--- src/rtl/baud_pkg.sv ---
package baud_pkg;
  localparam int unsigned REG_W         = 32;
  localparam int unsigned DEF_ADDR_W    = 8;
  localparam int unsigned DEF_SCALE_W   = 12;
  localparam int unsigned DEF_STEP_W    = 16;
  localparam int unsigned DEF_SCALE_LSB = 16;
  localparam logic [DEF_ADDR_W-1:0] DEF_CFG_OFS = 8'h08;
endpackage

--- src/rtl/baud_cfg_reg.sv ---
module baud_cfg_reg #(
  parameter int unsigned ADDR_W    = baud_pkg::DEF_ADDR_W,
  parameter logic [ADDR_W-1:0] CFG_OFS = baud_pkg::DEF_CFG_OFS,
  parameter int unsigned SCALE_W   = baud_pkg::DEF_SCALE_W,
  parameter int unsigned STEP_W    = baud_pkg::DEF_STEP_W,
  parameter int unsigned SCALE_LSB = baud_pkg::DEF_SCALE_LSB
) (
  input  logic                       clk,
  input  logic                       rst_n,
  input  logic                       wr_en,
  input  logic [ADDR_W-1:0]          wr_addr,
  input  logic [baud_pkg::REG_W-1:0] wr_data,
  output logic [SCALE_W-1:0]         scale,
  output logic [STEP_W-1:0]          step,
  output logic                       wr_hit,
  output logic [baud_pkg::REG_W-1:0] rdata
);
  logic unused_wr_bits;

  assign wr_hit = wr_en && (wr_addr == CFG_OFS);
  assign unused_wr_bits = ^wr_data;

  always_ff @(posedge clk or negedge rst_n) begin
    if (!rst_n) begin
      scale <= '0;
      step  <= '0;
    end else if (wr_hit) begin
      scale <= wr_data[SCALE_LSB +: SCALE_W];
      step  <= wr_data[STEP_W-1:0];
    end
  end

  always_comb begin
    rdata = '0;
    rdata[SCALE_LSB +: SCALE_W] = scale;
    rdata[STEP_W-1:0]           = step;
  end
endmodule

--- src/rtl/baud_prescale.sv ---
module baud_prescale #(
  parameter int unsigned SCALE_W = baud_pkg::DEF_SCALE_W
) (
  input  logic               clk,
  input  logic               rst_n,
  input  logic               clr,
  input  logic [SCALE_W-1:0] scale,
  output logic               pulse
);
  logic [SCALE_W-1:0] cnt;

  assign pulse = (cnt == scale);

  always_ff @(posedge clk or negedge rst_n) begin
    if (!rst_n)              cnt <= '0;
    else if (clr || pulse)   cnt <= '0;
    else                     cnt <= cnt + SCALE_W'(1);
  end
endmodule

--- src/rtl/baud_phase_acc.sv ---
module baud_phase_acc #(
  parameter int unsigned STEP_W = baud_pkg::DEF_STEP_W
) (
  input  logic              clk,
  input  logic              rst_n,
  input  logic              clr,
  input  logic              adv,
  input  logic [STEP_W-1:0] step,
  output logic              carry
);
  localparam int unsigned ACC_W = STEP_W + 1;

  logic [ACC_W-1:0] acc;
  logic [ACC_W:0]   sum;

  assign sum = {1'b0, acc} + {2'b00, step};

  always_ff @(posedge clk or negedge rst_n) begin
    if (!rst_n) begin
      acc   <= '0;
      carry <= 1'b0;
    end else if (clr) begin
      acc   <= '0;
      carry <= 1'b0;
    end else if (adv) begin
      acc   <= sum[ACC_W-1:0];
      carry <= sum[ACC_W];
    end else begin
      carry <= 1'b0;
    end
  end
endmodule

--- src/rtl/baud_tick_gen.sv ---
module baud_tick_gen #(
  parameter int unsigned ADDR_W    = baud_pkg::DEF_ADDR_W,
  parameter logic [ADDR_W-1:0] CFG_OFS = baud_pkg::DEF_CFG_OFS,
  parameter int unsigned SCALE_W   = baud_pkg::DEF_SCALE_W,
  parameter int unsigned STEP_W    = baud_pkg::DEF_STEP_W,
  parameter int unsigned SCALE_LSB = baud_pkg::DEF_SCALE_LSB
) (
  input  logic                       clk,
  input  logic                       rst_n,
  input  logic                       wr_en,
  input  logic [ADDR_W-1:0]          wr_addr,
  input  logic [baud_pkg::REG_W-1:0] wr_data,
  output logic [baud_pkg::REG_W-1:0] cfg_rdata,
  output logic                       tick
);
  logic [SCALE_W-1:0] scale;
  logic [STEP_W-1:0]  step;
  logic               wr_hit;
  logic               pulse;

  baud_cfg_reg #(
    .ADDR_W(ADDR_W), .CFG_OFS(CFG_OFS), .SCALE_W(SCALE_W),
    .STEP_W(STEP_W), .SCALE_LSB(SCALE_LSB)
  ) u_cfg (
    .clk(clk), .rst_n(rst_n), .wr_en(wr_en), .wr_addr(wr_addr),
    .wr_data(wr_data), .scale(scale), .step(step),
    .wr_hit(wr_hit), .rdata(cfg_rdata)
  );

  baud_prescale #(.SCALE_W(SCALE_W)) u_pre (
    .clk(clk), .rst_n(rst_n), .clr(wr_hit), .scale(scale), .pulse(pulse)
  );

  baud_phase_acc #(.STEP_W(STEP_W)) u_acc (
    .clk(clk), .rst_n(rst_n), .clr(wr_hit), .adv(pulse),
    .step(step), .carry(tick)
  );
endmodule


--- config.mk ---
export PLATFORM = sky130hd
export DESIGN_NAME = baud_tick_gen
export DESIGN_NICKNAME = d
export VERILOG_FILES = /design/src/rtl/baud_pkg.sv /design/src/rtl/baud_cfg_reg.sv /design/src/rtl/baud_prescale.sv /design/src/rtl/baud_phase_acc.sv /design/src/rtl/baud_tick_gen.sv
export SDC_FILE = /design/constraint.sdc
export NUM_CORES = 1
export LEC_CHECK = 0
export BUFFER_PORTS_ARGS = -buffer_cell sky130_fd_sc_hd__buf_2
export CAP_MARGIN = 10
export CORE_UTILIZATION = 60
export DETAILED_ROUTE_END_ITERATION = 6
export GPL_TIMING_DRIVEN = 0
export PLACE_DENSITY = 0.83
export SETUP_SLACK_MARGIN = 0.1
export SYNTH_ARGS = -nofsm -noshare
export SYNTH_HDL_FRONTEND = slang
export SYNTH_HIERARCHICAL = 1
export SYNTH_SLANG_ARGS = --single-unit
--- constraint.sdc ---
create_clock -name clk -period 7 [get_ports clk]
set_clock_uncertainty 0.15 [all_clocks]
set_input_delay 0.35 -clock clk [delete_from_list [all_inputs] [get_ports clk]]
set_output_delay 0.35 -clock clk [all_outputs]
set_load 0.05 [all_outputs]
# Word-level counts from Yosys, hierarchy flattened
# Cells that the tools add are included.
[op_classes] add_sub_neg=2 n_eq_ne=2 muxes=5 reduce_logical=3
[op_table] cell="2-to-1 mux 17 bit" count=2
[op_table] cell="adder 17 x 16 -> 18 bit" count=1
[op_table] cell="adder 12 x 1 -> 12 bit (second input constant)" count=1
[op_table] cell="== test 12 bit" count=1
[op_table] cell="2-to-1 mux 12 bit" count=1
[op_table] cell="== test 8 x 4 -> 1 bit (second input constant)" count=1
[op_table] cell="2-to-1 mux 1 bit" count=2
[op_table] cell="nonzero test 2 bit" count=1
[op_table] cell="logical AND 1 bit" count=1
[op_table] cell="logical OR 1 bit" count=1
[word_totals] ff_bits=58 out_inout_bits=33 wordCells=17

# Depth between registers and ports, before layout
[depth] word_depth=4 mapped_depth=10 ltp_nobuf=9

# By module
# The synthesis kept the hierarchy.
[by_module_without_submodules] mod="baud_phase_acc" n_inst=1 cells_each=178 area_each_um2=1557.7 seq_area_each_um2=450.4
[by_module_without_submodules] mod="baud_cfg_reg" n_inst=1 cells_each=96 area_each_um2=1350.0 seq_area_each_um2=700.7
[by_module_without_submodules] mod="baud_prescale" n_inst=1 cells_each=72 area_each_um2=812.0 seq_area_each_um2=300.3

# Worst setup path after synthesis
# No wires, ideal clock.
[synth_timing] path_kind="register -> register" from="register u_cfg.step[0]" to="register u_acc.acc[16]" setup_ps=125 t_arrival_ps=2484 t_required_ps=6725 path_slack_ps=4242 stages_incl_launch_ff=11 synth_period_minus_slack_ps=2758 path_cell_list="dfrtp_1 -> buf_4 -> ha_1 -> inv_1 -> fa_1 -> and2b_1 -> o2111ai_1 -> a21oi_2 -> o21ai_2 -> o22ai_1 -> mux2_2"
[synth_via] elab_chain_len=3
[synth_rtl] element="from (decl)" line_no="baud_cfg_reg.sv:14" text="output logic [STEP_W-1:0] step,"
[synth_rtl] element="from (signal assigned)" line_no="baud_cfg_reg.sv:29" text="step <= wr_data[STEP_W-1:0];"
[synth_rtl] element="adder 17 x 16 -> 18 bit" line_no="baud_phase_acc.sv:16" text="assign sum = {1'b0, acc} + {2'b00, step};"
[synth_rtl] element="2-to-1 mux 17 bit" line_no="baud_phase_acc.sv:25" text="end else if (adv) begin"
[synth_rtl] element="2-to-1 mux 17 bit" line_no="baud_phase_acc.sv:22" text="end else if (clr) begin"
[synth_rtl] element="to (signal assigned)" line_no="baud_phase_acc.sv:26" text="acc <= sum[ACC_W-1:0];"
[synth_rtl] element="to (decl)" line_no="baud_phase_acc.sv:13" text="logic [ACC_W-1:0] acc;"
# No other way between the ends. The select of a mux whose other input is x is not followed.
# A chain may end at the register's enable or synchronous reset.

# Worst setup path in the final report
[layout_timing] from="register u_cfg.scale[9]" to="register u_acc.acc[4]"
[layout_via] elab_chain_len=2
[layout_rtl] element="from (decl)" line_no="baud_cfg_reg.sv:13" text="output logic [SCALE_W-1:0] scale,"
[layout_rtl] element="from (signal assigned)" line_no="baud_cfg_reg.sv:28" text="scale <= wr_data[SCALE_LSB +: SCALE_W];"
[layout_rtl] element="== test 12 bit" line_no="baud_prescale.sv:12" text="assign pulse = (cnt == scale);"
[layout_rtl] element="named net pulse" line_no="baud_tick_gen.sv:19" text="logic pulse;"
[layout_rtl] element="nonzero test 2 bit (no source line)"
# The timed path passes the listed nets, and every way through them passes these cells.

==> metrics.txt <==
Clock transition at path regs 0.06 ns; Slew @ Worst Pin 0.7003 ns; Die Height 80.74 um; Sink Count 58; FF+latch count, synth 58; largest net degree at the start of global routing 39; Antenna Cells 0; part of the cycle the worst path needs 40.16%; gr ovfl total 0; WP data required 7.05 ns; CTS tree yes; Synth cell types 55; DRT Pass-1 Iters 4; syn avg cell area 10.75 um2; initial DRC count 87; CTS H-Tree Depth 3; Clock Latency Late Sink 0.33 ns; fin crit period 2.811 ns; Via density 5.448; Max Clk Rate 0.3558 GHz; CP Max Fanout 13; Post-Place Setup Slack 4.057 ns; critical path, cell by cell buf_4 > xnor2_1 > nand4_1 > nor3_4 > buf_6 > buf_1 > buf_2 > mux2i_1 > nor2_1; DPL Wire Length 5600 um; first-pass GRT wire length 12,340 um; Die W 80.74 um; pins over their slew limit 0; Die Area 6519 um2; Hold WC Path Type input port to flop; vias in the first global route 2,732; final hold vios 0; Worst VDD drop 163.5 uV; WP data arrival 2.86 ns; Setup crit start kind flop; P_leak 2.197 nW; Slowest cell on crit path buf_1; Fillers 440; routed wire length per instance 14.82 um; Worst slew margin 53.31%; initial antenna violation count 0; Finished Cell Area 4349 um2; PD cells 269.1 nW/um2; routability congestion estimate 0.9073; Placed Cells 492; share of layout cells above drive strength 1 41.20%; Via Count 2,762; Top FF cell, synth dfrtp_1; clock root cell clkbuf_8; Core Region 5956 um2; Final Util 73.03%; WHS 0.08872 ns; Crit. End Element flop; Post-CTS Setup Repair Bufs 0; clock buffer depth 2; critical path's largest stage delay 0.42 ns; Finish-stage setup viols 0; IO Count 76; nets 490; Post-synth EDFFs 0; unrepaired setup endpoints after global routing no; Initial Util 62.46%; Overall Global Routing Usage 25.20%; final WL 7512 um; register area share after synthesis 39.02%; Syn Std Cell Area 3720 um2; Row Count 28; number of I/O port buffers 67; DRT antenna net count 0; CP Class flop to flop; ys async rst share 100.0%; area delta synth->final 16.92%; Area after DPL 4180 um2; Post-Syn Instances 346; leading cell type in the layout, fill and taps excluded buf_2; fin worst setup slack 4.189 ns; status finished, final reports clean; Yosys Warn Count 6; Pwr Total 1.170 mW; Post-route DRC 0; total CTS buffers 9; Final TNS setup 0 ns; final std cells w/o fill 507; maxcap violations 0; leading cell types in the layout, fill and taps excluded 71 x buf_2, 58 x dfrtp_1, 34 x buf_4
-- worst max-delay path: cells and delay by family, from the launching register on --
family	cells	cell delay, ns
and+or+nand+nor	3	0.54
muxes	1	0.23
buffers and inverters	4	1.16
xor gates and xnor gates	1	0.20
DFF	1	0.39
-- path summary, 6_finish.rpt --
| kind | from | cells after the start | slack, ns | to |
|---|---|---|---|---|
| max | u_cfg/scale[9] | 9 | 4.19 | u_acc/acc[4] |
| min reg2reg | u_acc/acc[10] | 2 | 0.34 | u_acc/acc[10] |
| max reg2reg | u_cfg/scale[9] | 9 | 4.19 | u_acc/acc[4] |
| min | wr_data[4] | 2 | 0.09 | u_cfg/step[4] |
| min in group asynchronous | rst_n | 2 | 0.36 | u_cfg/scale[1] |
| max in group asynchronous | rst_n | 3 | 5.78 | u_cfg/step[11] |
-- sequential cells by signal (all words and copies together), names as in the netlist --
register     flops
u_acc/acc       17
u_acc/carry      1
u_cfg/scale     12
u_cfg/step      16
u_pre/cnt       12
-- cells by family after synthesis --
logic type | share of synthesized area, %
simple gates | 14.03
other cells | 0.1008
xor+xnor | 7.703
compound gates | 11.27
buf+inv | 9.519
flops | 39.02
fa+ha+maj | 6.256
mux | 12.11
-- what timing repair did --
item,CTS,global route
hold buffers,1,0
hold endpoints to repair,20,0
gates resized for setup,0,0
-- layout make-up --
type | count | area (um2) | area share, %
timing repair buffer | 69 | 365.4 | 8.400
buffer | 44 | 320.3 | 7.365
clock buffer | 11 | 141.4 | 3.251
inverter | 9 | 33.78 | 0.7768
clock inverter | 3 | 17.52 | 0.4028
multi-input combinational | 238 | 1926 | 44.28
sequential | 58 | 1451 | 33.37
tap | 75 | 93.84 | 2.158
-- synthesized netlist by cell type, types with 9 or more instances --
cell      n  share of area [%]
dfrtp_1  58                 39
buf_4    34                6.9
nor2_1   25                2.5
xnor2_1  22                5.2
mux2_2   20                6.1
ha_1     17                5.7
nand2_1  16                1.6
a21oi_1  15                2.0
o21ai_0  11                1.5
nor3_2   10                2.7
inv_1     9               0.91
mux2_4    9                3.6
mux2i_1   9                2.4
nand3_1   9                1.2
-- report_power, final --
group          switching (mW)  internal [mW]  leakage [nW]
combinational           0.278          0.196          1.36
clock                   0.126          0.133        0.0810
sequential             0.0447          0.393         0.756
-- per-layer routing --
layer / share of wire [%] / global-route usage, %
met1: 46 / 31.70
met2: 48 / 42.46
met3: 4.6 / 3.708
met4: 1.9 / 12.32
met5: 0 / 0
(Power assumes the default switching activity.)
